[src/rtl/tdma_pkg.sv]
package tdma_pkg;
  localparam logic [5:0] OFS_MODE  = 6'h00;
  localparam logic [5:0] OFS_ENA   = 6'h08;
  localparam logic [5:0] OFS_CNT   = 6'h10;
  localparam logic [5:0] OFS_START = 6'h18;
  localparam logic [5:0] OFS_TBASE = 6'h20;
  localparam logic [5:0] OFS_TLIM  = 6'h28;
  localparam logic [5:0] OFS_INVAL = 6'h30;

  localparam int unsigned ENA_RUN   = 0;
  localparam int unsigned ENA_TODEV = 1;

  typedef enum logic [2:0] {
    ST_IDLE,
    ST_CHK,
    ST_FETCH,
    ST_XFER,
    ST_DONE
  } walk_st_e;
endpackage

[src/rtl/tdma_regfile.sv]
module tdma_regfile import tdma_pkg::*; #(
  parameter int unsigned AW = 32
) (
  input  logic          clk_i,
  input  logic          rst_ni,
  input  logic          we_i,
  input  logic [5:0]    addr_i,
  input  logic [AW-1:0] wdata_i,
  input  logic          busy_i,
  input  logic          clr_cnt_i,
  output logic [AW-1:0] rdata_o,
  output logic          run_o,
  output logic          to_dev_o,
  output logic [AW-1:0] cnt_o,
  output logic [AW-1:0] start_o,
  output logic [AW-1:0] tbase_o
);
  logic [AW-1:0] mode_q, ena_q, cnt_q, start_q, tbase_q, tlim_q;

  always_ff @(posedge clk_i or negedge rst_ni) begin
    if (!rst_ni) begin
      mode_q  <= '0;
      ena_q   <= '0;
      cnt_q   <= '0;
      start_q <= '0;
      tbase_q <= '0;
      tlim_q  <= '0;
    end else begin
      if (clr_cnt_i) cnt_q <= '0;
      if (we_i) begin
        case (addr_i)
          OFS_MODE:  if (!busy_i) mode_q  <= wdata_i;
          OFS_ENA:   if (!busy_i) ena_q   <= wdata_i;
          OFS_CNT:   if (!busy_i) cnt_q   <= wdata_i;
          OFS_START: if (!busy_i) start_q <= wdata_i;
          OFS_TBASE: tbase_q <= wdata_i;
          OFS_TLIM:  tlim_q  <= wdata_i;
          default: ;  // invalidate slot and holes: no effect
        endcase
      end
    end
  end

  always_comb begin
    case (addr_i)
      OFS_MODE:  rdata_o = mode_q;
      OFS_ENA:   rdata_o = ena_q;
      OFS_CNT:   rdata_o = cnt_q;
      OFS_START: rdata_o = start_q;
      OFS_TBASE: rdata_o = tbase_q;
      OFS_TLIM:  rdata_o = tlim_q;
      default:   rdata_o = '0;
    endcase
  end

  assign run_o    = ena_q[ENA_RUN];
  assign to_dev_o = ena_q[ENA_TODEV];
  assign cnt_o    = cnt_q;
  assign start_o  = start_q;
  assign tbase_o  = tbase_q;
endmodule

[src/rtl/tdma_chunk_sel.sv]
module tdma_chunk_sel #(
  parameter int unsigned REM_W   = 33,
  parameter int unsigned MAX_LOG = 8,
  parameter int unsigned MID_LOG = 4,
  parameter int unsigned CW      = MAX_LOG + 1
) (
  input  logic [MAX_LOG-1:0] phys_lo_i,
  input  logic [REM_W-1:0]   rem_i,
  output logic [CW-1:0]      len_o
);
  localparam int unsigned BIG = 1 << MAX_LOG;
  localparam int unsigned MID = 1 << MID_LOG;

  always_comb begin
    if (phys_lo_i == '0 && rem_i >= REM_W'(BIG))
      len_o = CW'(BIG);
    else if (phys_lo_i[MID_LOG-1:0] == '0 && rem_i >= REM_W'(MID))
      len_o = CW'(MID);
    else
      len_o = CW'(1);
  end
endmodule

[src/rtl/tdma_walker.sv]
module tdma_walker import tdma_pkg::*; #(
  parameter int unsigned AW          = 32,
  parameter int unsigned LEN_W       = 16,
  parameter int unsigned PAGE_BITS   = 12,
  parameter int unsigned ENTRY_SHIFT = 3,
  parameter int unsigned MAX_LOG     = 8,
  parameter int unsigned CW          = MAX_LOG + 1,
  parameter int unsigned REM_W       = AW + 1
) (
  input  logic               clk_i,
  input  logic               rst_ni,
  input  logic               big_endian_i,
  input  logic               start_i,
  input  logic               to_dev_i,
  input  logic [LEN_W-1:0]   len_i,
  input  logic               run_i,
  input  logic               ena_to_dev_i,
  input  logic [AW-1:0]      cnt_i,
  input  logic [AW-1:0]      start_addr_i,
  input  logic [AW-1:0]      tbase_i,
  input  logic [CW-1:0]      chunk_len_i,
  output logic [REM_W-1:0]   rem_o,
  output logic [MAX_LOG-1:0] phys_lo_o,
  output logic               busy_o,
  output logic               done_o,
  output logic               refused_o,
  output logic               mem_req_o,
  output logic               mem_we_o,
  output logic [AW-1:0]      mem_addr_o,
  output logic [CW-1:0]      mem_len_o,
  output logic [7:0]         mem_wdata_o,
  input  logic               mem_gnt_i,
  input  logic [7:0]         mem_rdata_i,
  output logic [7:0]         dev_data_o,
  output logic               dev_valid_o,
  input  logic [7:0]         dev_data_i,
  output logic               dev_ack_o
);
  localparam int unsigned ENTRY_BYTES = AW / 8;
  localparam int unsigned FC_W = $clog2(ENTRY_BYTES);
  localparam logic [AW-1:0] PG_MASK = {{(AW-PAGE_BITS){1'b0}}, {PAGE_BITS{1'b1}}};

  walk_st_e st_q;
  logic [REM_W-1:0] cur_q, end_q, span, left_ext;
  logic [LEN_W-1:0] left_q;
  logic [AW-1:0]    entry_q, phys, ent_addr;
  logic [FC_W-1:0]  fcnt_q;
  logic [CW-1:0]    beats_q, blen_q;
  logic need_lk_q, to_dev_q, refused_q, dev_valid_q;
  logic [7:0] dev_data_q;
  logic beat, go;

  always_comb begin
    span     = end_q - cur_q;
    left_ext = REM_W'(left_q);
    rem_o    = (left_ext < span) ? left_ext : span;
  end

  assign phys      = (entry_q & ~PG_MASK) | (cur_q[AW-1:0] & PG_MASK);
  assign phys_lo_o = phys[MAX_LOG-1:0];
  assign ent_addr  = tbase_i
                   + ({{PAGE_BITS{1'b0}}, cur_q[AW-1:PAGE_BITS]} << ENTRY_SHIFT)
                   + AW'(fcnt_q);

  assign go   = run_i && (to_dev_i == ena_to_dev_i);
  assign beat = mem_req_o && mem_gnt_i;

  always_ff @(posedge clk_i or negedge rst_ni) begin
    if (!rst_ni) begin
      st_q        <= ST_IDLE;
      cur_q       <= '0;
      end_q       <= '0;
      left_q      <= '0;
      entry_q     <= '0;
      fcnt_q      <= '0;
      beats_q     <= '0;
      blen_q      <= '0;
      need_lk_q   <= 1'b0;
      to_dev_q    <= 1'b0;
      refused_q   <= 1'b0;
      dev_valid_q <= 1'b0;
      dev_data_q  <= '0;
    end else begin
      refused_q   <= 1'b0;
      dev_valid_q <= 1'b0;
      unique case (st_q)
        ST_IDLE: begin
          if (start_i) begin
            if (go) begin
              cur_q     <= REM_W'(start_addr_i);
              end_q     <= REM_W'(start_addr_i) + REM_W'(cnt_i);
              left_q    <= len_i;
              to_dev_q  <= to_dev_i;
              need_lk_q <= 1'b1;
              st_q      <= ST_CHK;
            end else begin
              refused_q <= 1'b1;
            end
          end
        end
        ST_CHK: begin
          if (rem_o == '0) begin
            st_q <= ST_DONE;
          end else if (need_lk_q) begin
            fcnt_q <= '0;
            st_q   <= ST_FETCH;
          end else begin
            beats_q <= chunk_len_i;
            blen_q  <= chunk_len_i;
            st_q    <= ST_XFER;
          end
        end
        ST_FETCH: begin
          if (beat) begin
            entry_q <= big_endian_i ? {entry_q[AW-9:0], mem_rdata_i}
                                    : {mem_rdata_i, entry_q[AW-1:8]};
            fcnt_q  <= fcnt_q + FC_W'(1);
            if (fcnt_q == FC_W'(ENTRY_BYTES - 1)) begin
              need_lk_q <= 1'b0;
              st_q      <= ST_CHK;
            end
          end
        end
        ST_XFER: begin
          if (beat) begin
            cur_q   <= cur_q + REM_W'(1);
            left_q  <= left_q - LEN_W'(1);
            beats_q <= beats_q - CW'(1);
            if (to_dev_q) begin
              dev_valid_q <= 1'b1;
              dev_data_q  <= mem_rdata_i;
            end
            if (&cur_q[PAGE_BITS-1:0]) need_lk_q <= 1'b1;
            if (beats_q == CW'(1)) st_q <= ST_CHK;
          end
        end
        ST_DONE: st_q <= ST_IDLE;
        default: st_q <= ST_IDLE;
      endcase
    end
  end

  assign mem_req_o   = (st_q == ST_FETCH) || (st_q == ST_XFER);
  assign mem_we_o    = (st_q == ST_XFER) && !to_dev_q;
  assign mem_addr_o  = (st_q == ST_FETCH) ? ent_addr : phys;
  assign mem_len_o   = (st_q == ST_FETCH) ? CW'(ENTRY_BYTES) : blen_q;
  assign mem_wdata_o = dev_data_i;
  assign dev_ack_o   = beat && mem_we_o;
  assign dev_data_o  = dev_data_q;
  assign dev_valid_o = dev_valid_q;
  assign busy_o      = (st_q != ST_IDLE);
  assign done_o      = (st_q == ST_DONE);
  assign refused_o   = refused_q;
endmodule

[src/rtl/tdma_top.sv]
module tdma_top #(
  parameter int unsigned AW          = 32,
  parameter int unsigned LEN_W       = 16,
  parameter int unsigned PAGE_BITS   = 12,
  parameter int unsigned ENTRY_SHIFT = 3,
  parameter int unsigned MAX_LOG     = 8,
  parameter int unsigned MID_LOG     = 4
) (
  input  logic             clk_i,
  input  logic             rst_ni,
  input  logic             big_endian_i,
  input  logic             reg_we_i,
  input  logic [5:0]       reg_addr_i,
  input  logic [AW-1:0]    reg_wdata_i,
  output logic [AW-1:0]    reg_rdata_o,
  input  logic             xfer_start_i,
  input  logic             xfer_to_dev_i,
  input  logic [LEN_W-1:0] xfer_len_i,
  output logic             busy_o,
  output logic             done_o,
  output logic             refused_o,
  output logic             mem_req_o,
  output logic             mem_we_o,
  output logic [AW-1:0]    mem_addr_o,
  output logic [MAX_LOG:0] mem_len_o,
  output logic [7:0]       mem_wdata_o,
  input  logic             mem_gnt_i,
  input  logic [7:0]       mem_rdata_i,
  output logic [7:0]       dev_data_o,
  output logic             dev_valid_o,
  input  logic [7:0]       dev_data_i,
  output logic             dev_ack_o
);
  localparam int unsigned CW    = MAX_LOG + 1;
  localparam int unsigned REM_W = AW + 1;

  logic run, ena_to_dev, clr_cnt;
  logic [AW-1:0] cnt, start_addr, tbase;
  logic [REM_W-1:0] rem;
  logic [MAX_LOG-1:0] phys_lo;
  logic [CW-1:0] chunk_len;

  tdma_regfile #(.AW(AW)) u_regs (
    .clk_i     (clk_i),
    .rst_ni    (rst_ni),
    .we_i      (reg_we_i),
    .addr_i    (reg_addr_i),
    .wdata_i   (reg_wdata_i),
    .busy_i    (busy_o),
    .clr_cnt_i (clr_cnt),
    .rdata_o   (reg_rdata_o),
    .run_o     (run),
    .to_dev_o  (ena_to_dev),
    .cnt_o     (cnt),
    .start_o   (start_addr),
    .tbase_o   (tbase)
  );

  tdma_chunk_sel #(
    .REM_W(REM_W), .MAX_LOG(MAX_LOG), .MID_LOG(MID_LOG), .CW(CW)
  ) u_chunk (
    .phys_lo_i (phys_lo),
    .rem_i     (rem),
    .len_o     (chunk_len)
  );

  tdma_walker #(
    .AW(AW), .LEN_W(LEN_W), .PAGE_BITS(PAGE_BITS), .ENTRY_SHIFT(ENTRY_SHIFT),
    .MAX_LOG(MAX_LOG), .CW(CW), .REM_W(REM_W)
  ) u_walk (
    .clk_i        (clk_i),
    .rst_ni       (rst_ni),
    .big_endian_i (big_endian_i),
    .start_i      (xfer_start_i),
    .to_dev_i     (xfer_to_dev_i),
    .len_i        (xfer_len_i),
    .run_i        (run),
    .ena_to_dev_i (ena_to_dev),
    .cnt_i        (cnt),
    .start_addr_i (start_addr),
    .tbase_i      (tbase),
    .chunk_len_i  (chunk_len),
    .rem_o        (rem),
    .phys_lo_o    (phys_lo),
    .busy_o       (busy_o),
    .done_o       (done_o),
    .refused_o    (refused_o),
    .mem_req_o    (mem_req_o),
    .mem_we_o     (mem_we_o),
    .mem_addr_o   (mem_addr_o),
    .mem_len_o    (mem_len_o),
    .mem_wdata_o  (mem_wdata_o),
    .mem_gnt_i    (mem_gnt_i),
    .mem_rdata_i  (mem_rdata_i),
    .dev_data_o   (dev_data_o),
    .dev_valid_o  (dev_valid_o),
    .dev_data_i   (dev_data_i),
    .dev_ack_o    (dev_ack_o)
  );

  assign clr_cnt = done_o;
endmodule

[config.mk]
export PLATFORM = sky130hd
export DESIGN_NAME = tdma_top
export DESIGN_NICKNAME = d
export VERILOG_FILES = /design/src/rtl/tdma_pkg.sv /design/src/rtl/tdma_regfile.sv /design/src/rtl/tdma_chunk_sel.sv /design/src/rtl/tdma_walker.sv /design/src/rtl/tdma_top.sv
export SDC_FILE = /design/constraint.sdc
export NUM_CORES = 1
export LEC_CHECK = 0
export ABC_AREA = 1
export CAP_MARGIN = 20
export CORE_MARGIN = 4
export CORE_UTILIZATION = 35
export CTS_BUF_LIST = sky130_fd_sc_hd__clkbuf_4 sky130_fd_sc_hd__clkbuf_8
export CTS_CLUSTER_SIZE = 30
export DETAILED_ROUTE_END_ITERATION = 12
export SYNTH_ARGS = -nofsm -noshare
export SYNTH_HDL_FRONTEND = slang
export SYNTH_HIERARCHICAL = 1
export SYNTH_SLANG_ARGS = --single-unit
[constraint.sdc]
create_clock -name clk_i -period 5.2 [get_ports clk_i]
set_clock_uncertainty 0.2 [all_clocks]
set_input_delay 0.52 -clock clk_i [delete_from_list [all_inputs] [get_ports clk_i]]
set_output_delay 0.52 -clock clk_i [all_outputs]
set_load 0.05 [all_outputs]
==> impl_metrics.ini <==
[worst_setup_path]
slowest_stage = o21ai_0
arrival_ns = 4.22
path_buf_inv = 4
crit_top_cell = nor2_1
critical-path-max-stage-delay_ns = 0.53
endpoint_kind = output pin
crit_chain = ha_1 > inv_1 > fa_1 > nor2_1 > nor2_1 > nor2_1 > nor2_1 > o21ai_0 > buf_4 > and2_1 > nor2_1 > o21bai_1 > buf_4 > nand3_1 > nand2_1 > xnor2_1 > o21ai_0 > buf_4
crit_required_ns = 4.48
start_kind = register
critPathTopFamily = compound AO/OA/AOI/OAI gates
path_max_fanout = 3
path_class = register to output pin

[layout]
layout-drive-gt1-share_pct = 6.94
final_core_util_pct = 41.0
area_growth_syn_to_layout_pct = 15.8
nNetsFinal = 3800
nFillCells = 7102
final_cell_mix = nand2_1 (989), inv_1 (427), nor2_1 (393)
layout_commonest_cell = nand2_1

[routing]
drtIter0Drc = 1910
vias_per_cell = 5.01
drt_wl_total_um = 77400
drc = 0
final_antenna_net_count = 0
num_vias = 22700
avgRoutedWirePerCell_um = 17.1
drt_pass1_iterations = 8

[yosys]
synthArstFlopShare_pct = 100
synth_xor_area_share_pct = 3.04
yosysWarnings = 6
synth_compound_area_share_pct = 13.5
yosysTopAreaCellShare_pct = 35.7
synth_top_family_by_area = simple AND/OR/NAND/NOR gates
yosys-top-cells-area = dfrtp_1 (36%), nand2_1 (16%), inv_1 (6.8%)
synth_flop_cell = dfrtp_1
syn_inst = 3509
yosys.area.top_type = dfrtp_1
synthesis.area_um2 = 23900
muxShareOfSynthArea_pct = 0
ys_ff_latch = 341
synth-simple-area-share_pct = 31.0
avgSynthCellArea_um2 = 6.81
synth-edff-count = 0
synth_fa_ha_area_share_pct = 5.80
synth_cell_types = 58
seq_area_frac_synth_pct = 35.7

[power]
vdd_drop_max_v = 0.000363
leakage_uw = 0.0145
power_density_nw_per_um2 = 549
finalPower_uw = 15200

[grt]
antenna_found_initial = 3
grt_pass1_vias = 21900
overflow = 0
track_usage_pct = 21.1
grt_pass1_wl_um = 124000
grt_max_degree = 133

[timing]
fmax_ghz = 0.202
final-setup-viol-count = 0
worst_pin_slew_ns = 1.00
fin_crit_ns = 4.94
layout_setup_ws_ns = 0.260
rsz0062_at_grt = no
timing.final.crit_share_pct = 95.0
fin_setup_tns_ns = 0
finalHoldViolCount = 0
max_slew_margin_pct = 33.0
slew_viol_final = 0

[placed_design]
gp_congestion = 0.950
pre_cts_slack_ns = 0.553
port_buffers = 156
dp_hpwl_um = 58000

[floorplan]
num_rows = 95
ios = 173
initial_utilization_pct = 35.4
fp.dieW_um = 269
die_h_um = 269
core_um2 = 67400
design.die.area_um2 = 72500

[clock_network]
clk_latency_ns = 0.66
clk_pin_slew_ns = 0.05
numCtsBuffers = 68
htreeDepth = 3
clock-root-buffer = clkbuf_8
cts.sinks = 341
clockBufferDepth = 3
cts_tree = yes
postCtsSetupBuffers = 0

[job]
maxCapViolCount = 0

[worst_hold_path]
holdCritPathClass = primary input to register

[run_status]
status = finished clean
[report_power, final]
group / internal (uW) / total (uW) / switching (uW)
sequential: 3430 / 4180 / 756
combinational: 2720 / 8030 / 5320
clock: 1720 / 2960 / 1240
[cell usage after synthesis, types with 18 or more instances]
cell type  number
ha_1          106
a21oi_1       131
buf_4          39
o21ai_1        49
inv_1         430
o211ai_1       38
nand2_1       989
nor2_1        398
inv_2          21
xnor2_1        32
dfrtp_1       341
nor3_1         30
buf_2          35
o22ai_1        27
nand3_1       137
nand4_1       114
clkbuf_1       87
buf_1          18
xor2_1         51
a31oi_1        18
o21ai_0       278
[final cells by class]
class | count | area (um2) | area share (%)
clock buffer | 111 | 1380 | 4.98
tap | 873 | 1090 | 3.95
sequential | 341 | 8530 | 30.9
timing repair buffer | 196 | 1960 | 7.08
multi-input combinational | 2553 | 12900 | 46.6
inverter | 454 | 1700 | 6.16
clock inverter | 6 | 90.1 | 0.326
antenna | 3 | 7.51 | 0.0271
[worst reg2reg max path: cells and delay by family (launching register included)]
family / cells / cell delay (ns)
AND/OR/NAND/NOR: 24 / 2.39
adder cells (fa/ha/maj): 3 / 0.92
flip-flops: 1 / 0.41
buffers and inverters: 4 / 0.27
XOR/XNOR: 1 / 0.22
AO/OA/AOI/OAI: 1 / 0.18
[state kept, by name, indices dropped and copies added, names as in the netlist, 2 cells and up]
signal / cells
u_walk/dev_data_o: 8
u_walk/cur_q: 33
u_regs/tbase_o: 32
u_regs/start_o: 32
u_walk/blen_q: 9
u_walk/st_q: 3
u_regs/cnt_o: 32
u_regs/ena_q: 32
u_walk/beats_q: 9
u_walk/end_q: 33
u_walk/fcnt_q: 2
u_regs/tlim_q: 32
u_regs/mode_q: 32
u_walk/entry_q: 32
u_walk/left_q: 16
[cells by family (layout without fill, tap and decap cells)]
group | count (synthesis) | in the layout
flip-flops | 341 | 341
adder cells (fa/ha/maj) | 109 | 109
XOR/XNOR | 83 | 83
AND/OR/NAND/NOR | 1752 | 1752
other | 2 | 26
buffers and inverters | 636 | 767
AO/OA/AOI/OAI | 586 | 586
[metal layers]
layer | part of all wire, % | global-route usage (%) | vias up
li1 | - | - | 11500
met1 | 47 | 29.8 | 10500
met2 | 45 | 33.5 | 603
met3 | 5.5 | 3.57 | 120
met4 | 2.7 | 6.06 | 2
met5 | 0.016 | 0 | -
[worst paths after layout]
| kind | from | endpoint | slack (ns) | cells past startpoint |
|---|---|---|---|---|
| setup / recovery | u_regs/tbase_o[0]$_DFFE_PN0P_ | mem_addr_o[10] | 0.26 | 18 |
| hold / removal | xfer_len_i[1] | u_walk/left_q[1]$_DFFE_PN0P_ | 0.25 | 3 |
| setup reg to reg | u_walk/cur_q[0]$_DFFE_PN0P_ | u_walk/beats_q[4]$_DFFE_PN0P_ | 0.52 | 33 |
| hold reg to reg | u_walk/blen_q[7]$_DFFE_PN0P_ | u_walk/blen_q[7]$_DFFE_PN0P_ | 0.28 | 2 |
| max in group asynchronous | rst_ni | u_walk/dev_data_o[1]$_DFFE_PN0P_ | 3.28 | 3 |
| min in group asynchronous | rst_ni | u_walk/left_q[1]$_DFFE_PN0P_ | 0.26 | 2 |
[per-stage QoR]
| stage | hold slack, ns | instance area [um2] | instances |
|---|---|---|---|
| after detailed placement | 0.265 | 26100 | 4415 |
| after global routing | 0.258 | 27600 | 4535 |
| after floorplan | 0.0244 | 24000 | 3530 |
| final | 0.252 | 27700 | 4537 |
| after global placement | 0.259 | 26100 | 4415 |
| after CTS | 0.214 | 27600 | 4533 |
[repair_timing]
| action | in CTS | in global routing |
|---|---|---|
| hold buffers | 1 | 0 |
| resized for setup | 1 | 11 |
| setup endpoints to repair | 1 | 15 |
| hold endpoints to repair | 72 | 0 |
| gates cloned | 0 | 0 |
No activity file was read; power rests on OpenSTA's default activity.
